===== src/rtl/gpt_pkg.sv =====
`timescale 1ns/1ps
package gpt_pkg;

    // Register byte offsets
    localparam int OFS_CTRL = 'h00;
    localparam int OFS_PRE  = 'h04;
    localparam int OFS_STAT = 'h08;
    localparam int OFS_IEN  = 'h0C;
    localparam int OFS_CMP0 = 'h10;
    localparam int OFS_CNT  = 'h24;

    // Control word bit positions
    localparam int C_SWR    = 15;
    localparam int C_FIELDS = 10;

    typedef enum logic [2:0] {
        SRC_OFF       = 3'd0,
        SRC_PERIPH    = 3'd1,
        SRC_PERIPH_HI = 3'd2,
        SRC_EXT       = 3'd3,
        SRC_SLOW      = 3'd4,
        SRC_FAST      = 3'd5
    } src_e;

    // Packed so that the struct maps directly onto control bits [9:0]
    typedef struct packed {
        logic gate;      // 9: fast source gate
        logic free;      // 8: free-run select (stored)
        logic dbg_run;   // 7
        logic wait_run;  // 6
        logic doze_run;  // 5
        logic stop_run;  // 4
        src_e src;       // 3:1
        logic run;       // 0
    } ctrl_t;

endpackage


===== src/rtl/gpt_tick_gen.sv =====
`timescale 1ns/1ps
module gpt_tick_gen
    import gpt_pkg::*;
#(
    parameter int PRE_W = 12
) (
    input  logic             clk,
    input  logic             rst_n,
    input  logic             clr,
    input  ctrl_t            ctrl,
    input  logic [PRE_W-1:0] prescale,
    input  logic             tick_periph,
    input  logic             tick_periph_hi,
    input  logic             tick_ext,
    input  logic             tick_slow,
    input  logic             tick_fast,
    input  logic             lp_stop,
    input  logic             lp_doze,
    input  logic             lp_wait,
    input  logic             lp_debug,
    output logic             step
);

    logic [PRE_W-1:0] pre_d, pre_q;
    logic             src_tick;
    logic             frozen;
    logic             qual;
    logic             unused_free;

    assign unused_free = ctrl.free;

    always_comb begin
        case (ctrl.src)
            SRC_PERIPH:    src_tick = tick_periph;
            SRC_PERIPH_HI: src_tick = tick_periph_hi;
            SRC_EXT:       src_tick = tick_ext;
            SRC_SLOW:      src_tick = tick_slow;
            SRC_FAST:      src_tick = tick_fast & ctrl.gate;
            default:       src_tick = 1'b0;
        endcase
    end

    assign frozen = (lp_stop  & ~ctrl.stop_run) |
                    (lp_doze  & ~ctrl.doze_run) |
                    (lp_wait  & ~ctrl.wait_run) |
                    (lp_debug & ~ctrl.dbg_run);

    assign qual = ctrl.run & src_tick & ~frozen;

    always_comb begin
        pre_d = pre_q;
        step  = 1'b0;
        if (clr) begin
            pre_d = '0;
        end else if (qual) begin
            if (pre_q >= prescale) begin
                step  = 1'b1;
                pre_d = '0;
            end else begin
                pre_d = pre_q + 1'b1;
            end
        end
    end

    always_ff @(posedge clk or negedge rst_n) begin
        if (!rst_n) pre_q <= '0;
        else        pre_q <= pre_d;
    end

    // no step without run
    a_r3_no_step_idle: assert property (@(posedge clk) disable iff (!rst_n)
        !ctrl.run |-> !step);
    // a frozen low-power input blocks stepping
    a_r4_wait_freeze: assert property (@(posedge clk) disable iff (!rst_n)
        (lp_wait && !ctrl.wait_run) |-> !step);
    // fast source needs its gate
    a_r2_fast_gated: assert property (@(posedge clk) disable iff (!rst_n)
        (ctrl.src == SRC_FAST && !ctrl.gate) |-> !step);

endmodule


===== src/rtl/gpt_compare.sv =====
`timescale 1ns/1ps
module gpt_compare #(
    parameter int NUM_CMP = 3,
    parameter int CNT_W   = 32
) (
    input  logic                            clk,
    input  logic                            rst_n,
    input  logic                            clr,
    input  logic                            step,
    input  logic [CNT_W-1:0]                cnt_next,
    input  logic [NUM_CMP-1:0][CNT_W-1:0]   cmp,
    input  logic [NUM_CMP-1:0]              w1c,
    output logic [NUM_CMP-1:0]              status
);

    logic [NUM_CMP-1:0] hit;
    logic [NUM_CMP-1:0] st_d, st_q;

    for (genvar i = 0; i < NUM_CMP; i++) begin : g_ch
        assign hit[i] = step && (cnt_next == cmp[i]);

        always_comb begin
            if (clr) st_d[i] = 1'b0;
            else     st_d[i] = (st_q[i] & ~w1c[i]) | hit[i];
        end

        // a flag only rises on a compare match
        a_r5_rise_on_hit: assert property (@(posedge clk) disable iff (!rst_n)
            $rose(st_q[i]) |-> $past(hit[i]));
        // a written one clears the flag when no match competes
        a_r6_w1c_clears: assert property (@(posedge clk) disable iff (!rst_n)
            (w1c[i] && !hit[i]) |=> !st_q[i]);
    end

    always_ff @(posedge clk or negedge rst_n) begin
        if (!rst_n) st_q <= '0;
        else        st_q <= st_d;
    end

    assign status = st_q;

endmodule


===== src/rtl/gp_timer.sv =====
`timescale 1ns/1ps
module gp_timer
    import gpt_pkg::*;
#(
    parameter int ADDR_W  = 8,
    parameter int DATA_W  = 32,
    parameter int CNT_W   = 32,
    parameter int PRE_W   = 12,
    parameter int NUM_CMP = 3,
    parameter int RST_CYC = 4
) (
    input  logic              clk,
    input  logic              rst_n,
    input  logic [ADDR_W-1:0] bus_addr,
    input  logic [DATA_W-1:0] bus_wdata,
    input  logic              bus_we,
    input  logic              bus_re,
    output logic [DATA_W-1:0] bus_rdata,
    input  logic              tick_periph,
    input  logic              tick_periph_hi,
    input  logic              tick_ext,
    input  logic              tick_slow,
    input  logic              tick_fast,
    input  logic              lp_stop,
    input  logic              lp_doze,
    input  logic              lp_wait,
    input  logic              lp_debug,
    output logic              irq
);

    localparam int RC_W = $clog2(RST_CYC + 1);

    typedef struct packed {
        ctrl_t                          ctrl;
        logic [PRE_W-1:0]               pre;
        logic [NUM_CMP-1:0]             ien;
        logic [CNT_W-1:0]               cnt;
        logic [NUM_CMP-1:0][CNT_W-1:0]  cmp;
        logic [RC_W-1:0]                rcnt;
    } regs_t;

    regs_t              r_d, r_q;
    logic               busy;
    logic               swr_go;
    logic               clr;
    logic               step;
    logic [CNT_W-1:0]   cnt_next;
    logic [NUM_CMP-1:0] status;
    logic [NUM_CMP-1:0] w1c;
    logic [DATA_W-1:0]  rd;
    logic               unused_wdata;

    assign unused_wdata = ^bus_wdata;

    assign busy     = (r_q.rcnt != '0);
    assign swr_go   = bus_we && (bus_addr == ADDR_W'(OFS_CTRL)) && bus_wdata[C_SWR];
    assign clr      = busy | swr_go;
    assign cnt_next = r_q.cnt + 1'b1;
    assign w1c      = (bus_we && !busy && bus_addr == ADDR_W'(OFS_STAT))
                      ? bus_wdata[NUM_CMP-1:0] : '0;

    gpt_tick_gen #(.PRE_W(PRE_W)) u_tick (
        .clk            (clk),
        .rst_n          (rst_n),
        .clr            (clr),
        .ctrl           (r_q.ctrl),
        .prescale       (r_q.pre),
        .tick_periph    (tick_periph),
        .tick_periph_hi (tick_periph_hi),
        .tick_ext       (tick_ext),
        .tick_slow      (tick_slow),
        .tick_fast      (tick_fast),
        .lp_stop        (lp_stop),
        .lp_doze        (lp_doze),
        .lp_wait        (lp_wait),
        .lp_debug       (lp_debug),
        .step           (step)
    );

    gpt_compare #(.NUM_CMP(NUM_CMP), .CNT_W(CNT_W)) u_cmp (
        .clk      (clk),
        .rst_n    (rst_n),
        .clr      (clr),
        .step     (step),
        .cnt_next (cnt_next),
        .cmp      (r_q.cmp),
        .w1c      (w1c),
        .status   (status)
    );

    // Next-state logic
    always_comb begin
        r_d = r_q;
        if (busy) r_d.rcnt = r_q.rcnt - 1'b1;

        if (bus_we && bus_addr == ADDR_W'(OFS_CTRL)) begin
            r_d.ctrl = ctrl_t'(bus_wdata[C_FIELDS-1:0]);
            if (swr_go) begin
                r_d.ctrl.run = 1'b0;
                r_d.rcnt     = RC_W'(RST_CYC);
            end
        end

        if (clr) begin
            r_d.pre = '0;
            r_d.ien = '0;
            r_d.cnt = '0;
            r_d.cmp = '1;
        end else begin
            if (step) r_d.cnt = cnt_next;
            if (bus_we && bus_addr == ADDR_W'(OFS_PRE))
                r_d.pre = bus_wdata[PRE_W-1:0];
            if (bus_we && bus_addr == ADDR_W'(OFS_IEN))
                r_d.ien = bus_wdata[NUM_CMP-1:0];
            for (int i = 0; i < NUM_CMP; i++) begin
                if (bus_we && bus_addr == ADDR_W'(OFS_CMP0 + 4 * i))
                    r_d.cmp[i] = bus_wdata[CNT_W-1:0];
            end
        end
    end

    always_ff @(posedge clk or negedge rst_n) begin
        if (!rst_n) begin
            r_q     <= '0;
            r_q.cmp <= '1;
        end else begin
            r_q <= r_d;
        end
    end

    // Read mux
    always_comb begin
        rd = '0;
        if (bus_addr == ADDR_W'(OFS_CTRL)) begin
            rd[C_FIELDS-1:0] = r_q.ctrl;
            rd[C_SWR]        = busy;
        end
        if (bus_addr == ADDR_W'(OFS_PRE))  rd[PRE_W-1:0]   = r_q.pre;
        if (bus_addr == ADDR_W'(OFS_STAT)) rd[NUM_CMP-1:0] = status;
        if (bus_addr == ADDR_W'(OFS_IEN))  rd[NUM_CMP-1:0] = r_q.ien;
        if (bus_addr == ADDR_W'(OFS_CNT))  rd[CNT_W-1:0]   = r_q.cnt;
        for (int i = 0; i < NUM_CMP; i++) begin
            if (bus_addr == ADDR_W'(OFS_CMP0 + 4 * i)) rd[CNT_W-1:0] = r_q.cmp[i];
        end
    end

    assign bus_rdata = bus_re ? rd : '0;
    assign irq       = |(status & r_q.ien);

    // every step moves the counter by exactly one, wrapping
    a_r8_step_by_one: assert property (@(posedge clk) disable iff (!rst_n)
        (step && !clr) |=> (r_q.cnt == $past(r_q.cnt) + 1'b1));
    // the counter holds while run is clear
    a_r3_hold_idle: assert property (@(posedge clk) disable iff (!rst_n)
        (!r_q.ctrl.run && !clr) |=> $stable(r_q.cnt));
    // state stays cleared during a soft reset
    a_r9_held_clear: assert property (@(posedge clk) disable iff (!rst_n)
        busy |-> (r_q.cnt == '0 && r_q.ien == '0 && status == '0));
    // non-control writes have no effect while busy
    a_r10_guarded: assert property (@(posedge clk) disable iff (!rst_n)
        (busy && bus_we && bus_addr != ADDR_W'(OFS_CTRL)) |=> $stable(r_q.pre));

endmodule


===== config.mk =====
export PLATFORM = sky130hd
export DESIGN_NAME = gp_timer
export DESIGN_NICKNAME = d
export VERILOG_FILES = /design/src/rtl/gpt_pkg.sv /design/src/rtl/gpt_tick_gen.sv /design/src/rtl/gpt_compare.sv /design/src/rtl/gp_timer.sv
export SDC_FILE = /design/constraint.sdc
export NUM_CORES = 1
export LEC_CHECK = 0
export BUFFER_PORTS_ARGS = -buffer_cell sky130_fd_sc_hd__buf_4
export CAP_MARGIN = 15
export CORE_UTILIZATION = 55
export CTS_CLUSTER_DIAMETER = 50
export DETAILED_ROUTE_END_ITERATION = 6
export PLACE_DENSITY = 0.73
export SETUP_SLACK_MARGIN = 0.02
export SLEW_MARGIN = 20
export SYNTH_ARGS = -nofsm -noshare
export SYNTH_HDL_FRONTEND = slang
export SYNTH_SLANG_ARGS = --single-unit

===== constraint.sdc =====
create_clock -name clk -period 4.4 [get_ports clk]
set_input_delay 0.66 -clock clk [delete_from_list [all_inputs] [get_ports clk]]
set_output_delay 0.66 -clock clk [all_outputs]
set_load 0.05 [all_outputs]

==> metrics.md <==
| Metric | Value |
|---|---|
| Hpwl dp | 34050 um |
| Cell Rows | between 50 and 60 |
| Top cells by area, synth | dfstp_2, dfrtp_1, nand2_1 |
| Sequential share of power | between 40% and 50% |
| Layout Cells excl Fill | 1745 |
| Sw Share | between 30% and 40% |
| # port buffers | 85 |
| Htree depth | 4 |
| Nature of the critical path startpoint | register |
| CTS tree | built |
| Final wirelength | 45920 um |
| Vias | 11633 |
| Area after DPL | 12760 um^2 |
| Die outline height | 149.0 um |
| Worst-case clock buffer depth | 2 |
| Ys Warns | 0 |
| Failing checks | design-rule violations |
| Net Count, Synth | 1493 |
| Remaining Overflow, GRT | 0 |
| Worst Skew | between 10 and 15 ps |
| EDFF count, synth | 0 |
| Peak supply drop | 0.2787 mV |
| Post-Route Setup TNS | 0 ps |
| Count of cell types in the netlist | 75 |
| Pwr Total | 3.785 mW |
| CP Max Fanout | 8 |
| Final setup vio count | 0 |
| Crit path DAT | 4020 ps |
| Synth async-reset ratio | 100.0% |
| Max-slew violation count | 0 |
| Hold Vio Cnt, Final | 0 |
| Mapped Area | about 12000 um^2 |
| Commonest non-fill, non-tap cell in the layout | nand2_1 |
| Hold buffer count at CTS | 0 |
| Crit Path Class | register to register |
| Pwr Density | ~280 nW/um^2 |
| Die Area | 22200 um^2 |
| Sequential share of the synthesized area | 37.02% |
| Cts bufs inserted | 17 |
| Clock network power share | 44.0% |
| FF+latch count, synth | 171 |
| # diodes | 0 |
| RSZ-0062 raised after global routing | no |
| Main synth FF type | dfstp_2 |
| Routed Antenna Nets | 0 |
| Worst path slowest cell | a2111oi_0 |
| Max-cap violations | 0 |
| RD Place Congestion | 1.037 |
| Chip Width | 149.0 um |
| Post-DR vias/cell | roughly 6.7 |
| Crit path time final | 3631 ps |
| Floorplan Core Area | 21090 um^2 |
| Syn Inst Count | 1424 |
| WL per Instance | 26.32 um |
| CP Capture Type | register |
| Yosys top cell by area | dfstp_2 |
| Initial Util | 56.35% |
| CTS Root Cell | clkbuf_16 |
| Initial antenna violation count | 1 |
| Clock Latency Late Sink | 450 ps |
| NumNets Final | 1526 |
| Final Cycle Share | 82.53% |
| Design area | 13400 um^2 |
| Syn_area_per_cell | 8.345 um^2 |
| Iteration-0 DRC Markers | between 1500 and 2000 |
| Worst-path cell chain | ha_1 -> nand4_1 -> nor4_1 -> buf_4 -> a41oi_1 -> a2111oi_0 -> nand4_1 -> nor4_1 -> buf_4 -> a21o_1 |
| Ports | 86 |
| Peak per-stage delay on the critical path | approximately 730 ps |
| Net Sw Power | 1.168 mW |
| Post-cts resize count | 0 |
| Worst slew margin | 27.80% |
| # clock sinks | 171 |
| Pleak | 5.515 nW |
| Worst endpoint required time | 4790 ps |
| Commonest non-fill, non-tap cells in the layout | nand2_1, nand3_1, buf_4 |
| Area grow syn2layout | 12.78% |
| Synth top area share | around a fifth |
| First-pass GRT wire length | 68720 um |
| Largest net degree at the start of global routing | a little over 90 |
| Layout cells sized above 1 | 20.27% |
| Clock slew at reported path FFs | 80 ps |
| Pint | roughly 2.6 mW |
| Comb power frac | approximately 13% |
| Inst Count DP | 1713 |
| Max Freq | around 0.28 GHz |
| TritonRoute pass-1 iters | 7 |
| Post-CTS Setup Inserts | 0 |
| Residual DRC | 3 |
| Hold WC Path Type | primary input to asynchronous set/reset pin |
| Worst-margin pin slew | 1073 ps |
| Run status | complete, but fails checks |
| GRT Overall Usage | 42.31% |
| Vias in the first global route | approximately 11000 |
-- stage by stage --
stage	setup WS, ps	hold WS, ps	util (%)
after floorplan	549.5	364.4	-
after global placement	794.4	491.8	60.51
after detailed placement	853.9	498.1	60.51
after CTS	857.7	155.3	63.55
after global routing	573.0	171.9	63.55
final	768.9	139.2	63.55
-- area by class of cell --
type | instances | area, um^2
Fill cell | 1811 | 7686
Timing Repair Buffer | 126 | 974.7
Inverter | 33 | 123.9
Sequential cell | 171 | 4399
Multi-Input combinational cell | 1108 | 6918
Tap cell | 275 | 344.1
Clock buffer | 17 | 425.4
Clock inverter | 15 | 216.5
-- logic make-up (layout without fill, tap and decap cells) --
| family | after synthesis | count (layout) | synth area share (%) |
|---|---|---|---|
| fa+ha+maj | 16 | 16 | 1.685 |
| xor+xnor | 134 | 134 | 11.05 |
| simple gates | 683 | 683 | 27.77 |
| flops | 171 | 171 | 37.02 |
| compound gates | 239 | 239 | 14.14 |
| mux | 36 | 36 | 3.338 |
| buf+inv | 145 | 191 | 5.002 |
-- state kept, by name (all words and copies together) (netlist names) --
register      count
u_cmp.status      3
r_q             156
u_tick.pre_q     12
-- path summary, 6_finish.rpt --
| kind | start | endpoint | slack, ps | depth (start not counted) |
|---|---|---|---|---|
| hold / removal | rst_n | r_q[126]$_DFFE_PN0P_ | 140 | 1 |
| setup / recovery | r_q[99]$_DFFE_PN0P_ | u_cmp.status[2]$_DFF_PN0_ | 770 | 10 |
| max in group asynchronous | rst_n | r_q[35]$_DFFE_PN1P_ | 3370 | 2 |
| hold reg to reg | r_q[79]$_DFFE_PN1P_ | r_q[79]$_DFFE_PN1P_ | 510 | 2 |
| setup reg to reg | r_q[99]$_DFFE_PN0P_ | u_cmp.status[2]$_DFF_PN0_ | 770 | 10 |
| min in group clk | bus_wdata[24] | r_q[91]$_DFFE_PN1P_ | 450 | 3 |
-- worst max-delay path: cells and delay by family (launching register included) --
kind                     cells  cell delay, ps
buffers and inverters        2             410
AO/OA/AOI/OAI                3            1000
flip-flops                   1             540
adder cells (fa/ha/maj)      1             320
AND/OR/NAND/NOR              4            1310
-- layer usage --
metal,GRT usage [%],vias up,part of all wire [%]
met1,61.32,5655,41
met5,2.500,-,0.17
met3,14.28,109,14
li1,-,5112,-
met2,58.19,753,42
met4,13.93,4,2.9
-- synthesized netlist by cell type (13+ instances only) --
library cell	count
nand2_1	274
nand3_1	142
nor2_1	83
a222oi_1	24
dfstp_2	96
nor3_1	23
buf_1	19
and3_1	23
nor2b_1	32
a22oi_1	13
a21oi_1	44
nand2b_1	14
nand4_1	23
xor2_1	50
clkbuf_1	73
ha_1	16
dfrtp_1	75
mux2_2	29
a221oi_1	14
xnor2_1	74
o21ai_0	51
inv_1	33
nor4_1	20
-- power groups by stage --
stage / clock network [mW] / logic, mW / registers, mW
after floorplan: 0 / 0.271 / 1.63
after global placement: 0 / 0.488 / 1.64
after detailed placement: 0 / 0.494 / 1.64
after CTS: 1.68 / 0.498 / 1.61
after global routing: 1.75 / 0.542 / 1.61
final: 1.66 / 0.508 / 1.61
Power figures use the tool's default switching activity.
